### src/rtl/adm_pkg.sv
package adm_pkg;
  typedef struct packed {
    logic       upd;
    logic       up;
    logic [1:0] gain;
  } adm_ctrl_t;
endpackage

### src/rtl/adm_ctrl.sv
module adm_ctrl
  import adm_pkg::*;
(
  input  logic      clk,
  input  logic      rst_n,
  input  logic      bitValid,
  input  logic      bitIn,
  output adm_ctrl_t ctrl,
  output logic      lastBit
);
  logic [1:0] histBits;
  logic [1:0] histCnt;
  logic [1:0] gainQ;
  logic       runHit;
  logic [1:0] gainNext;

  assign runHit   = (histCnt == 2'd2) && (bitIn == histBits[0]) && (bitIn == histBits[1]);
  assign gainNext = runHit ? ((gainQ == 2'd3) ? 2'd3 : gainQ + 2'd1) : 2'd0;

  always_comb begin
    ctrl.upd  = bitValid;
    ctrl.up   = bitIn;
    ctrl.gain = gainNext;
  end

  always_ff @(posedge clk or negedge rst_n) begin
    if (!rst_n) begin
      histBits <= 2'b00;
      histCnt  <= 2'd0;
      gainQ    <= 2'd0;
    end else if (bitValid) begin
      histBits <= {histBits[0], bitIn};
      histCnt  <= (histCnt == 2'd2) ? 2'd2 : histCnt + 2'd1;
      gainQ    <= gainNext;
    end
  end

  assign lastBit = histBits[0];

  assert_gain_hold_R5: assert property (@(posedge clk) disable iff (!rst_n)
    (bitValid && gainQ == 2'd3 && histCnt == 2'd2 && bitIn == histBits[0] && bitIn == histBits[1])
    |=> gainQ == 2'd3);

  assert_gain_reset_R6: assert property (@(posedge clk) disable iff (!rst_n)
    (bitValid && histCnt != 2'd0 && bitIn != histBits[0]) |=> gainQ == 2'd0);

  assert_gain_idle_R7: assert property (@(posedge clk) disable iff (!rst_n)
    !bitValid |=> $stable(gainQ));

  assert_hist_fresh_R9: assert property (@(posedge clk) disable iff (!rst_n)
    (bitValid && histCnt != 2'd2) |=> gainQ == 2'd0);
endmodule

### src/rtl/adm_dp.sv
module adm_dp
  import adm_pkg::*;
#(
  parameter int SAMPLE_W  = 12,
  parameter int BASE_STEP = 8
) (
  input  logic                clk,
  input  logic                rst_n,
  input  adm_ctrl_t           ctrl,
  output logic [SAMPLE_W-1:0] est
);
  localparam int SW = SAMPLE_W + 2;
  localparam logic signed [SW-1:0] MAX_V = SW'((1 << (SAMPLE_W - 1)) - 1);
  localparam logic signed [SW-1:0] MIN_V = -MAX_V - SW'(1);

  logic signed [SW-1:0] estExt;
  logic signed [SW-1:0] stepW;
  logic signed [SW-1:0] sumW;
  logic [SAMPLE_W-1:0]  estNext;

  assign estExt = SW'($signed(est));
  assign stepW  = $signed(SW'(BASE_STEP)) <<< ctrl.gain;
  assign sumW   = ctrl.up ? (estExt + stepW) : (estExt - stepW);

  always_comb begin
    if (sumW > MAX_V)      estNext = MAX_V[SAMPLE_W-1:0];
    else if (sumW < MIN_V) estNext = MIN_V[SAMPLE_W-1:0];
    else                   estNext = sumW[SAMPLE_W-1:0];
  end

  always_ff @(posedge clk or negedge rst_n) begin
    if (!rst_n)        est <= '0;
    else if (ctrl.upd) est <= estNext;
  end

  assert_est_up_R2: assert property (@(posedge clk) disable iff (!rst_n)
    (ctrl.upd && ctrl.up) |=> $signed(est) >= $signed($past(est)));

  assert_est_down_R2: assert property (@(posedge clk) disable iff (!rst_n)
    (ctrl.upd && !ctrl.up) |=> $signed(est) <= $signed($past(est)));

  assert_est_hold_R7: assert property (@(posedge clk) disable iff (!rst_n)
    !ctrl.upd |=> $stable(est));
endmodule

### src/rtl/adm_codec.sv
module adm_codec
  import adm_pkg::*;
#(
  parameter int SAMPLE_W  = 12,
  parameter int BASE_STEP = 8
) (
  input  logic                clk,
  input  logic                rst_n,
  input  logic                smpValid,
  input  logic [SAMPLE_W-1:0] smpIn,
  output logic                encBit,
  input  logic                rxValid,
  input  logic                rxBit,
  output logic [SAMPLE_W-1:0] recOut
);
  localparam int MAX_STEP = BASE_STEP * 8;

  adm_ctrl_t           encCtrl;
  adm_ctrl_t           decCtrl;
  logic [SAMPLE_W-1:0] estEnc;
  logic [SAMPLE_W-1:0] estDec;
  logic                encDecide;
  logic                decLast;

  initial begin
    assert_step_range_R3: assert (MAX_STEP < (1 << (SAMPLE_W - 1)));
  end

  assign encDecide = $signed(smpIn) > $signed(estEnc);

  adm_ctrl encCtrl_i (
    .clk(clk), .rst_n(rst_n), .bitValid(smpValid), .bitIn(encDecide),
    .ctrl(encCtrl), .lastBit(encBit)
  );

  adm_dp #(.SAMPLE_W(SAMPLE_W), .BASE_STEP(BASE_STEP)) encDp_i (
    .clk(clk), .rst_n(rst_n), .ctrl(encCtrl), .est(estEnc)
  );

  adm_ctrl decCtrl_i (
    .clk(clk), .rst_n(rst_n), .bitValid(rxValid), .bitIn(rxBit),
    .ctrl(decCtrl), .lastBit(decLast)
  );

  adm_dp #(.SAMPLE_W(SAMPLE_W), .BASE_STEP(BASE_STEP)) decDp_i (
    .clk(clk), .rst_n(rst_n), .ctrl(decCtrl), .est(estDec)
  );

  assign recOut = estDec;

  assert_enc_hold_R1: assert property (@(posedge clk) disable iff (!rst_n)
    !smpValid |=> $stable(encBit));

  assert_dec_last_R7: assert property (@(posedge clk) disable iff (!rst_n)
    rxValid |=> decLast == $past(rxBit));
endmodule

### config.mk
export PLATFORM = sky130hd
export DESIGN_NAME = adm_codec
export DESIGN_NICKNAME = d
export VERILOG_FILES = /design/src/rtl/adm_pkg.sv /design/src/rtl/adm_ctrl.sv /design/src/rtl/adm_dp.sv /design/src/rtl/adm_codec.sv
export SDC_FILE = /design/constraint.sdc
export NUM_CORES = 1
export LEC_CHECK = 0
export CAP_MARGIN = 20
export CORE_UTILIZATION = 58
export DETAILED_ROUTE_END_ITERATION = 7
export DONT_BUFFER_PORTS = 1
export PLACE_DENSITY_LB_ADDON = 0.08
export SLEW_MARGIN = 10
export SYNTH_ARGS = -nofsm -noshare
export SYNTH_HDL_FRONTEND = slang
export SYNTH_SLANG_ARGS = --single-unit
### constraint.sdc
create_clock -name clk -period 3.8 [get_ports clk]
set_clock_uncertainty 0.1 [all_clocks]
set_input_delay 0.76 -clock clk [delete_from_list [all_inputs] [get_ports clk]]
set_output_delay 0.76 -clock clk [all_outputs]
set_load 0.01 [all_outputs]
# Word level (Yosys, flattened, before mapping)
# Index checks and enable logic that the tools add are counted.
dict set report totals {
  regBits 36
  ramBits 0
  latch_bits 0
  wordCells 47
  mem_count 0
  romBits 0
}
dict set report op_classes {
  add_sub_neg 8
  n_eq_ne 8
  magnitude_cmp 5
  mux 12
  shift 2
  bitwise_logic 0
  n_mul 0
  div 0
  reduce_logical 4
}
# cell count
set ops {}
lappend ops {{2-to-1 mux 12 bit} 4}
lappend ops {{adder 12 x 14 -> 14 bit} 2}
lappend ops {{greater-than comparator 14 x 12 -> 1 bit, second input constant} 2}
lappend ops {{< comparator 14 x 12 -> 1 bit, second input constant} 2}
lappend ops {{2-to-1 mux 14 bit} 2}
lappend ops {{<<< shifter 5 x 2 -> 14 bit, first input constant} 2}
lappend ops {{subtractor 12 x 14 -> 14 bit} 2}
lappend ops {{greater-than comparator 12 bit} 1}
lappend ops {{2-to-1 mux 2 bit} 6}
lappend ops {{adder 2 x 1 -> 2 bit, second input constant} 4}
lappend ops {{equality test 2 bit, second input constant} 4}
lappend ops {{equality test 1 bit} 4}
lappend ops {{logical AND 1 bit} 4}

# Depth between registers and ports, before layout
# Gate-level depths: netlist (run 1).
dict set report depth {
  ltp_word 11
  ltp_mapped 15
  mapped_depth_nobuf 15
}

# Hierarchy
# Synthesis (run 1) repeated with hierarchy kept, for this count alone.
dict set report unflattened {
  cells_unflattened 327
  hier_area_um2 2952.8
}
# module area_each_um2 cells_each instances
set by_module_without_submodules {}
lappend by_module_without_submodules {{adm_dp at encDp_i} 1014.7 114 1}
lappend by_module_without_submodules {{adm_dp at decDp_i} 994.7 112 1}
lappend by_module_without_submodules {adm_ctrl 306.5 30 2}
lappend by_module_without_submodules {adm_codec 330.3 41 1}

# Worst setup path before layout (run 1)
# No wires, ideal clock.
dict set report synth_timing {
  kind {input to register}
  startpoint {input smpIn[11]}
  endpoint {register encDp_i.est[3]}
  arrival_ns 4.042
  required_time_ns 3.574
  setup_ns 0.126
  stages 14
  slack_ns -0.468
  path_buffers 0
  cell_sequence {ha_1 and4_1 nand3_1 a21oi_1 o21ai_0 o21ai_0 inv_1 ha_1 a21o_1 a211o_1 o21ai_4 nor2_2 o221a_4 a221o_1}
}
dict set report synth_between {
  elab_chain_len 11
  elab_cells_between_ends 14
  cone_classes {add/sub (2); order compare (3); eq/ne (2); shift (1); mux (4); reduce/logical (2)}
}
# element line_no
set synth_lines {}
lappend synth_lines {{start, declared} adm_codec.sv:10} ;# input logic [SAMPLE_W-1:0] smpIn,
lappend synth_lines {{greater-than comparator 12 bit (*)} adm_codec.sv:29} ;# assign encDecide = $signed(smpIn) > $signed(estEnc);
lappend synth_lines {{equality test 1 bit} adm_ctrl.sv:17} ;# assign runHit = (histCnt == 2'd2) && (bitIn == histBits[0]) && (bitIn == histBits[1]);
lappend synth_lines {{logical AND 1 bit (2 in series)} adm_ctrl.sv:17}
lappend synth_lines {{2-to-1 mux 2 bit} adm_ctrl.sv:18} ;# assign gainNext = runHit ? ((gainQ == 2'd3) ? 2'd3 : gainQ + 2'd1) : 2'd0;
lappend synth_lines {{<<< shifter 5 x 2 -> 14 bit} adm_dp.sv:22} ;# assign stepW = $signed(SW'(BASE_STEP)) <<< ctrl.gain;
lappend synth_lines {{subtractor 12 x 14 -> 14 bit or adder 12 x 14 -> 14 bit (tied branches)} adm_dp.sv:23} ;# assign sumW = ctrl.up ? (estExt + stepW) : (estExt - stepW);
lappend synth_lines {{2-to-1 mux 14 bit (*)} adm_dp.sv:23}
lappend synth_lines {{< comparator 14 x 12 -> 1 bit} adm_dp.sv:27} ;# else if (sumW < MIN_V) estNext = MIN_V[SAMPLE_W-1:0];
lappend synth_lines {{2-to-1 mux 12 bit} adm_dp.sv:27}
lappend synth_lines {{2-to-1 mux 12 bit (*)} adm_dp.sv:26} ;# if (sumW > MAX_V) estNext = MAX_V[SAMPLE_W-1:0];
lappend synth_lines {{end signal, assigned} adm_dp.sv:33} ;# else if (ctrl.upd) est <= estNext;
lappend synth_lines {{end, declared} adm_dp.sv:10} ;# output logic [SAMPLE_W-1:0] est
# Every way passes the cells marked *; elsewhere a longest branch is shown, timed or not.
# A chain may end at the register's enable or synchronous reset.

# Worst setup path after layout (run 1)
dict set report layout_timing {
  startpoint {register encDp_i.est[11]}
  endpoint {register encDp_i.est[2]}
}
dict set report layout_between {
  elab_chain_len 11
  elab_cells_between_ends 14
  cone_classes {add/sub (2); order compare (3); eq/ne (2); shift (1); mux (4); reduce/logical (2)}
}
# element line_no
set layout_lines {}
lappend layout_lines {{greater-than comparator 12 bit} adm_codec.sv:29}
lappend layout_lines {{equality test 1 bit} adm_ctrl.sv:17}
lappend layout_lines {{logical AND 1 bit (2 in series)} adm_ctrl.sv:17}
lappend layout_lines {{2-to-1 mux 2 bit} adm_ctrl.sv:18}
lappend layout_lines {{<<< shifter 5 x 2 -> 14 bit} adm_dp.sv:22}
lappend layout_lines {{subtractor 12 x 14 -> 14 bit or adder 12 x 14 -> 14 bit (tied branches)} adm_dp.sv:23}
lappend layout_lines {{2-to-1 mux 14 bit (*)} adm_dp.sv:23}
lappend layout_lines {{< comparator 14 x 12 -> 1 bit} adm_dp.sv:27}
lappend layout_lines {{2-to-1 mux 12 bit} adm_dp.sv:27}
lappend layout_lines {{2-to-1 mux 12 bit (*)} adm_dp.sv:26}
# Marked as above.

==> results.txt, run 1 <==
Row Count - 24
Final ANT Viol Nets - 0
Largest net degree at the start of global routing - 33
1st-iter DRT viols - 160
Number of flops mapped to enable cells by yosys - 0
Chip height - 70.77 um
CTS Hold Bufs - 0
WL/cell - 16.91 um
Wirelength, routed - 6848 um
Worst Setup Start Kind - flop
CP required - 3.90 ns
Setup crit end kind - flop
P&R area growth vs syn - 23.22%
Worst-path clk slew - 0.07 ns
Post-synth cell types - 51
Slowest CP cell - dfrtp_1
R2r startpoint - encDp_i.est[11]$_DFFE_PN0P_
Number of global-route vias before repair - 2,390
Max Freq - 262.1 MHz
Fin cells - 405
Reg2Reg Depth - 16
Synth Warn # - 0
Initial antenna violation count - 0
Status - finished, violations left
CP arrival - 3.91 ns
Leading cell type in the layout, fill and taps excluded - buf_4
Max-slew headroom - 0.6658
Remaining global-route overflow - 0
Synth Flop Type - dfrtp_1
Fin crit period - 3.816 ns
Vias per cell - 6.262
Drt first pass iters - 7
I/O pin count - 30
Worst Path Class, Setup - flop to flop
Sink Count - 32
Clock latency on the worst-skew pair - 0.29 ns
Post-route DRC - 2
Clk root buf - clkbuf_8
Post-Syn Instances - 311
Crit-path max FO - 6
Failing checks - DRC, setup timing
Port Buf Inserts - 0
DP Cell Count - 388
RSZ-0062 raised after global routing - true
Die footprint - 0.005008 mm2
Async set-reset flop share out of synthesis - 1.000
CTS Buf Count - 5
FF-to-FF setup slack - -0.02 ns
Final Hold Fails - 0
CTS tree - yes
Cell mode on critical path - o21ai_4
Final Max Slew Viols - 0
Core Region - 0.004444 mm2
Total number of vias - 2,536
Syn_nets - 364
Dpl cell area - 0.003109 mm2
GPL Wtd Cong - 0.8834
Mapped Area - 0.002743 mm2
Setup WS post-layout - -0.01596 ns
Final number of setup-violating endpoints - 2
Layout cells sized above 1 - 0.2323
#FFs+latches synth - 32
H-Tree Depth - 2
Initial core utilization - 0.6171
Worst R2R End - encDp_i.est[2]$_DFFE_PN0P_
Avg Cell Area, Syn - 8.819 um2
Global-route wire length before repair - 10,910 um
Chip Width - 70.77 um
Worst hold slack - 0.05326 ns
Worst-Margin Slew - 0.4874 ns
Crit-path max cell delay - 0.39 ns
Hold WC Path Type - primary input to async pin
Nets - 405
Period utilization - 1.004
Critical path cell sequence - inv_1, ha_4, and4_4, nand3_1, a21oi_4, o21ai_4, o21ai_4, a22oi_1, ha_1, o211ai_1, a21oi_2, o21ai_4, buf_6, o2111ai_1, o211ai_1, a221oi_2
CTS Buffer Depth - 2
Most frequent cells in the layout - 40 x buf_4, 32 x dfrtp_1, 30 x inv_1
Tot GR Track Use - 0.2731
DP HPWL - 4683 um
Max Cap Viol - 0
# diodes - 0
Post-synthesis sequential area ratio - 0.2920
Pre-CTS setup slack - -0.2668 ns
Fin area - 0.003379 mm2
-- cell usage after synthesis (all sizes together), types with 2 or more instances --
library cell  instances  area [um2]
nor2                 16       62.56
and2                  3       18.77
a311oi                2       17.52
nand2b                3       18.77
a21oi                26       133.9
nor3                  5       25.02
buf                   2       15.01
o211ai                3       22.52
and4                  3       26.28
and3                  3       18.77
mux2i                 3       30.03
o221ai                6       52.55
mux2                  6       67.56
xor2                  6       52.55
xnor2                 6       52.55
dfrtp                32       800.8
o22ai                 2       12.51
o21ai                19       106.4
nor2b                 3       18.77
a211o                 2       18.77
nand3                 5       25.02
a22oi                 4       30.03
o2111ai               2       17.52
o21a                  4       30.03
a21o                 11       82.58
inv                  32       120.1
nand2                29       108.9
a32oi                 3       26.28
o41ai                 2       17.52
ha                   35       437.9
a221o                10       100.1
a31oi                 5       31.28
clkbuf                5       18.77
-- area by class of cell --
type / count / area, um2
multi-input cells: 240 / 1953
fillers: 317 / 1065
clock buffers: 7 / 96.34
inverters: 32 / 122.6
clock inverters: 1 / 30.03
flip-flops and latches: 32 / 800.8
well taps: 52 / 65.06
repair buffers: 41 / 311.5
-- state kept, by name, indices dropped and copies added, names as in the netlist --
register,flops
decCtrl_i.histCnt,2
encCtrl_i.gainQ,2
encDp_i.est,10
encCtrl_i.histCnt,2
encCtrl_i.histBits,2
decCtrl_i.histBits,2
decDp_i.est,10
decCtrl_i.gainQ,2
-- through the flow --
stage | util | setup TNS, ns
3_5_place_dp | 0.6996 | -2.176
2_1_floorplan | - | -0.7396
5_1_grt | 0.7604 | -1.519
6_report | 0.7604 | -0.02612
3_3_place_gp | 0.6996 | -1.558
4_1_cts | 0.7289 | 0
-- logic make-up (layout without fill, tap and decap cells) --
kind of cell / count (synthesis) / count (layout) / synth area share
simple gates: 75 / 75 / 0.1309
fa+ha+maj: 36 / 36 / 0.1670
mux: 9 / 9 / 0.03558
flops: 32 / 32 / 0.2920
xor+xnor: 12 / 12 / 0.03832
compound gates: 108 / 108 / 0.2801
buf+inv: 39 / 81 / 0.05611
-- worst max-delay path: cells and delay by family, from the launching register on --
kind                     cells  cell delay, ns
AND/OR/NAND/NOR              2            0.42
AO/OA/AOI/OAI               10            1.91
buffers and inverters        2            0.25
flip-flops                   1            0.39
adder cells (fa/ha/maj)      2            0.66
-- worst max-delay path by stage --
stage	start	endpoint	slack, ns	cells after the start
3_3_place_gp	smpIn[5]	encDp_i.est[2]$_DFFE_PN0P_	-0.19	15
3_5_place_dp	smpIn[5]	encDp_i.est[2]$_DFFE_PN0P_	-0.27	15
4_1_cts	encDp_i.est[5]$_DFFE_PN0P_	encDp_i.est[9]$_DFFE_PN0P_	0.002	16
5_1_grt	encDp_i.est[5]$_DFFE_PN0P_	encDp_i.est[2]$_DFFE_PN0P_	-0.23	16
6_report	encDp_i.est[11]$_DFFE_PN0P_	encDp_i.est[2]$_DFFE_PN0P_	-0.02	16
2_1_floorplan	smpIn[6]	encDp_i.est[10]$_DFFE_PN0P_	-0.1	14
-- layer usage --
| layer | GRT usage | routed length [um] |
|---|---|---|
| met5 | 0 | 0 |
| met1 | 0.3881 | 3254 |
| met2 | 0.4263 | 3159 |
| met3 | 0.05556 | 369 |
| met4 | 0.07111 | 65 |
-- timing repair --
action | in CTS | in global routing
setup endpoints to repair | 1 | 10
setup buffers | 0 | 9
pin swaps | 0 | 17
resized for setup | 1 | 18
Power of run 1 is not shown: default switching activity piles up to over one toggle a cycle in this logic, so the estimate is an artifact.
==> run 2, diff against run 1 <==
Settings changed: SKIP_CTS_REPAIR_TIMING set to 1.
==> results.txt, run 2 (same netlist as run 1, synthesis figures left out) <==
Max-slew headroom - 0.6651
Worst hold slack - 0.05377 ns
Port Buf Inserts - 0
CTS Buffer Depth - 2
Initial antenna violation count - 0
Final Hold Fails - 0
H-Tree Depth - 2
Initial core utilization - 0.6171
CTS tree - yes
FF-to-FF setup slack - -0.02 ns
P&R area growth vs syn - 23.68%
DP HPWL - 4683 um
CP required - 3.87 ns
Max Cap Viol - 0
Total number of vias - 2,531
Final number of setup-violating endpoints - 3
# fillers - 314
Nets - 405
Sink Count - 32
Leading cell type in the layout, fill and taps excluded - buf_4
Critical path buffers and inverters - 1
Global-route wire length before repair - 10,870 um
Final Max Slew Viols - 0
Failing checks - DRC, setup timing
RSZ-0062 raised after global routing - true
Worst path top cell family by delay - compound AO/OA/AOI/OAI gates
Chip Width - 70.77 um
Fin area - 0.003392 mm2
Status - finished, violations left
Setup crit end kind - flop
Critical path cell sequence - inv_2, ha_4, a21o_1, a221o_1, a21o_1, o21ai_4, o21ai_4, a22oi_1, ha_1, a21oi_2, a21oi_2, o21ai_4, nor2_2, o221a_4, a221o_1
Chip height - 70.77 um
Fin crit period - 3.815 ns
Slowest CP cell - dfrtp_1
Remaining global-route overflow - 0
I/O pin count - 30
Post-route DRC - 2
Pre-CTS setup slack - -0.2668 ns
Worst Path Class, Setup - flop to flop
Final ANT Viol Nets - 0
Setup WS post-layout - -0.01525 ns
Crit-path max FO - 8
Period utilization - 1.004
Dpl cell area - 0.003109 mm2
Row Count - 24
Largest registers - decDp_i.est x10, encDp_i.est x10
Worst-Margin Slew - 0.4884 ns
Hold WC Path Type - primary input to async pin
Tot GR Track Use - 0.2722
Layout cells sized above 1 - 0.2380
Crit-path max cell delay - 0.43 ns
Largest net degree at the start of global routing - 33
Clock latency on the worst-skew pair - 0.29 ns
Worst-path clk slew - 0.07 ns
Most frequent cells in the layout - 40 x buf_4, 32 x dfrtp_1, 30 x inv_1
Wirelength, routed - 6947 um
WL/cell - 17.15 um
Final Util - 0.7632
Cell mode on critical path - o21ai_4
Drt first pass iters - 7
# diodes - 0
Die footprint - 0.005008 mm2
Max Freq - 262.1 MHz
GPL Wtd Cong - 0.8834
Number of global-route vias before repair - 2,386
1st-iter DRT viols - 152
Core Region - 0.004444 mm2
CTS Buf Count - 5
Clk root buf - clkbuf_8
Worst Setup Start Kind - flop
CP arrival - 3.89 ns
Vias per cell - 6.249
## run 2: cell types whose count changed in the layout (fill, tap and decap cells not counted)
cell	previous run	this run
o2111ai_2	0	1
a311oi_1	2	1
o2111ai_1	2	1
a311oi_2	0	1
## run 2: worst paths after layout
kind	from	end	cells after the start
setup / recovery	encDp_i.est[5]$_DFFE_PN0P_	encDp_i.est[9]$_DFFE_PN0P_	15
hold / removal	rst_n	decDp_i.est[3]$_DFFE_PN0P_	0
max in group asynchronous	rst_n	encDp_i.est[3]$_DFFE_PN0P_	0
hold reg to reg	decCtrl_i.histBits[1]$_DFFE_PN0P_	decCtrl_i.histBits[1]$_DFFE_PN0P_	1
min in group clk	decCtrl_i.histBits[1]$_DFFE_PN0P_	decCtrl_i.histBits[1]$_DFFE_PN0P_	1
setup reg to reg	encDp_i.est[5]$_DFFE_PN0P_	encDp_i.est[9]$_DFFE_PN0P_	15
## run 2: cell type report
class                   count  area, um2  area share
clock inverters             1      30.03    0.008853
flip-flops and latches     32      800.8      0.2361
clock buffers               7      96.34     0.02840
inverters                  32      122.6     0.03615
repair buffers             41      311.5     0.09185
well taps                  52      65.06     0.01918
multi-input cells         240       1966      0.5795
## run 2: metal layers
layer	up-vias	GRT usage	routed length (um)
li1	1233	-	-
met1	1243	0.3854	3359
met2	48	0.4263	3267
met3	7	0.05556	256
met4	0	0.07111	65
met5	-	0	0
## run 2: per-stage QoR
step	instances	setup TNS (ns)
detailed placement	388	-2.176
global placement	388	-1.558
global route	405	-1.486
finish	405	-0.02470
floorplan	311	-0.7396
CTS	396	-0.01299
Power of run 2 is left out for the same reason.
==> run 3, diff against run 2 <==
Settings changed: ABC_AREA set to 1.
==> results.txt, run 3 <==
DP HPWL - 4552 um
Port Buf Inserts - 0
Period utilization - 0.9165
Nets - 448
P&R area growth vs syn - 6.672%
Mapped Area - 0.002888 mm2
Ranking of synthesized cells by area - dfrtp_1 28%, ha_1 15%, nand2_1 13%
Worst-Margin Slew - 0.4757 ns
Max Cap Viol - 0
Vias per cell - 5.231
CTS Buffer Depth - 2
Final Max Slew Viols - 0
Final Hold Fails - 0
Most common cell in the netlist - nand2_1
Main combinational cell family by area after synthesis - simple AND/OR/NAND/NOR gates
Syn_nets - 446
Final ANT Viol Nets - 0
#FFs+latches synth - 32
Hold WC Path Type - primary input to async pin
Setup crit end kind - flop
Status - finished, final reports clean
Core Region - 0.004755 mm2
Die footprint - 0.005265 mm2
Remaining global-route overflow - 0
Post-synthesis xor/xnor area fraction - 0.04896
Avg Cell Area, Syn - 7.348 um2
Post-route DRC - 0
Total negative slack - 0 ns
Clk root buf - clkbuf_8
GPL Wtd Cong - 0.8915
Final number of setup-violating endpoints - 0
Leading cell type in the layout, fill and taps excluded - nand2_1
Clock latency on the worst-skew pair - 0.28 ns
Sink Count - 32
Max-slew headroom - 0.6809
Worst Setup Start Kind - flop
Crit-path max FO - 8
RSZ-0062 raised after global routing - false
Post-Syn Instances - 393
Worst-path clk slew - 0.07 ns
H-Tree Depth - 2
CP required - 3.86 ns
# fillers - 468
WL/cell - 12.28 um
Layout cells sized above 1 - 0.1187
Area leader, netlist - dfrtp_1
Row Count - 25
Post-Synth Adder-Cell Area - 0.1586
Synth Area in Compound Gates - 0.1200
Tot GR Track Use - 0.2381
Wirelength, routed - 5686 um
Synth Area in Simple Gates - 0.3029
Largest net degree at the start of global routing - 33
Synth Flop Type - dfrtp_1
Slowest CP cell - dfrtp_2
I/O pin count - 30
Fin crit period - 3.483 ns
# diodes - 0
Post-synthesis sequential area ratio - 0.2773
CTS Buf Count - 5
Critical path cell sequence - inv_1, ha_1, nand2_1, inv_2, nand2_2, nor2_2, nand2_1, nand4_1, nand3_4, a21oi_4, nand3_2, nand2_1, inv_1, ha_1, a21oi_2, o21ai_1, nand2_1, nand3_1, nand2_1, nand2_1, inv_2, nand2_4, o21ai_1, nand2_1
Most frequent cells in the layout - 101 x nand2_1, 54 x inv_1, 35 x ha_1
Largest registers - decDp_i.est x10, encDp_i.est x10
Post-synth top cells - 101 x nand2_1, 54 x inv_1, 35 x ha_1
Post-synth top area share - 0.2773
CP arrival - 3.54 ns
Total number of vias - 2,422
Synth Warn # - 0
Chip Width - 72.56 um
Initial antenna violation count - 0
Number of global-route vias before repair - 2,248
Worst Path Class, Setup - flop to flop
1st-iter DRT viols - 112
Max Freq - 287.1 MHz
Post-synthesis mux area share - 0
Post-synth cell types - 36
Crit-path max cell delay - 0.41 ns
Global-route wire length before repair - 9825 um
Number of flops mapped to enable cells by yosys - 0
Async set-reset flop share out of synthesis - 1.000
Chip height - 72.56 um
Cell mode on critical path - nand2_1
Initial core utilization - 0.6074
CTS tree - yes
Drt first pass iters - 4
run 3: logic make-up after synthesis:
logic type      Yosys count
simple gates            187
flops                    32
xor+xnor                 14
fa+ha+maj                36
compound gates           56
buf+inv                  68
run 3: final timing paths:
check                           cells past startpoint  slack (ns)                         startpoint                                 to
worst min-delay path                                0        0.06                              rst_n        decDp_i.est[11]$_DFFE_PN0P_
worst min register to register                      2        0.41  decCtrl_i.histBits[0]$_DFFE_PN0P_  decCtrl_i.histBits[1]$_DFFE_PN0P_
worst max-delay path                               24        0.32        encDp_i.est[11]$_DFFE_PN0P_         encDp_i.est[2]$_DFFE_PN0P_
min in group clk                                    2        0.41  decCtrl_i.histBits[0]$_DFFE_PN0P_  decCtrl_i.histBits[1]$_DFFE_PN0P_
max in group asynchronous                           0        3.45                              rst_n        encDp_i.est[10]$_DFFE_PN0P_
worst max register to register                     24        0.32        encDp_i.est[11]$_DFFE_PN0P_         encDp_i.est[2]$_DFFE_PN0P_
run 3: per-layer routing:
| layer | wire length, um | track usage |
|---|---|---|
| met5 | 0 | 0 |
| met4 | 73 | 0.06100 |
| met3 | 310 | 0.04306 |
| met2 | 2321 | 0.3551 |
| met1 | 2980 | 0.3551 |
run 3: worst max-delay path: cells and delay by family, from the launching register on:
family	cells	cell delay [ns]
simple gates	14	1.25
fa+ha+maj	2	0.66
compound gates	4	0.63
flops	1	0.41
buf+inv	4	0.29
run 3: per-stage QoR:
step	instances	area [um2]	util	hold slack, ns	worst slack [ns]
finish	463	3080	0.6479	0.06051	0.3175
global route	463	3080	0.6479	0.04552	0.02901
CTS	463	3075	0.6468	0.05681	0.2149
detailed placement	455	2949	0.6203	0.3648	0.03815
global placement	455	2949	0.6203	0.3649	0.1026
floorplan	393	2888	-	0.3644	0.3104
run 3: area by class of cell:
cell class                 count  area, um2  share of cell area
multi-input combinational    293       1824              0.5922
sequential                    32      802.0              0.2604
inverter                      61      229.0             0.07433
clock buffer                   7      96.34             0.03128
tap                           67      83.83             0.02721
clock inverter                 1      30.03            0.009748
timing repair buffer           2      15.01            0.004874
Power of run 3 is left out for the same reason.
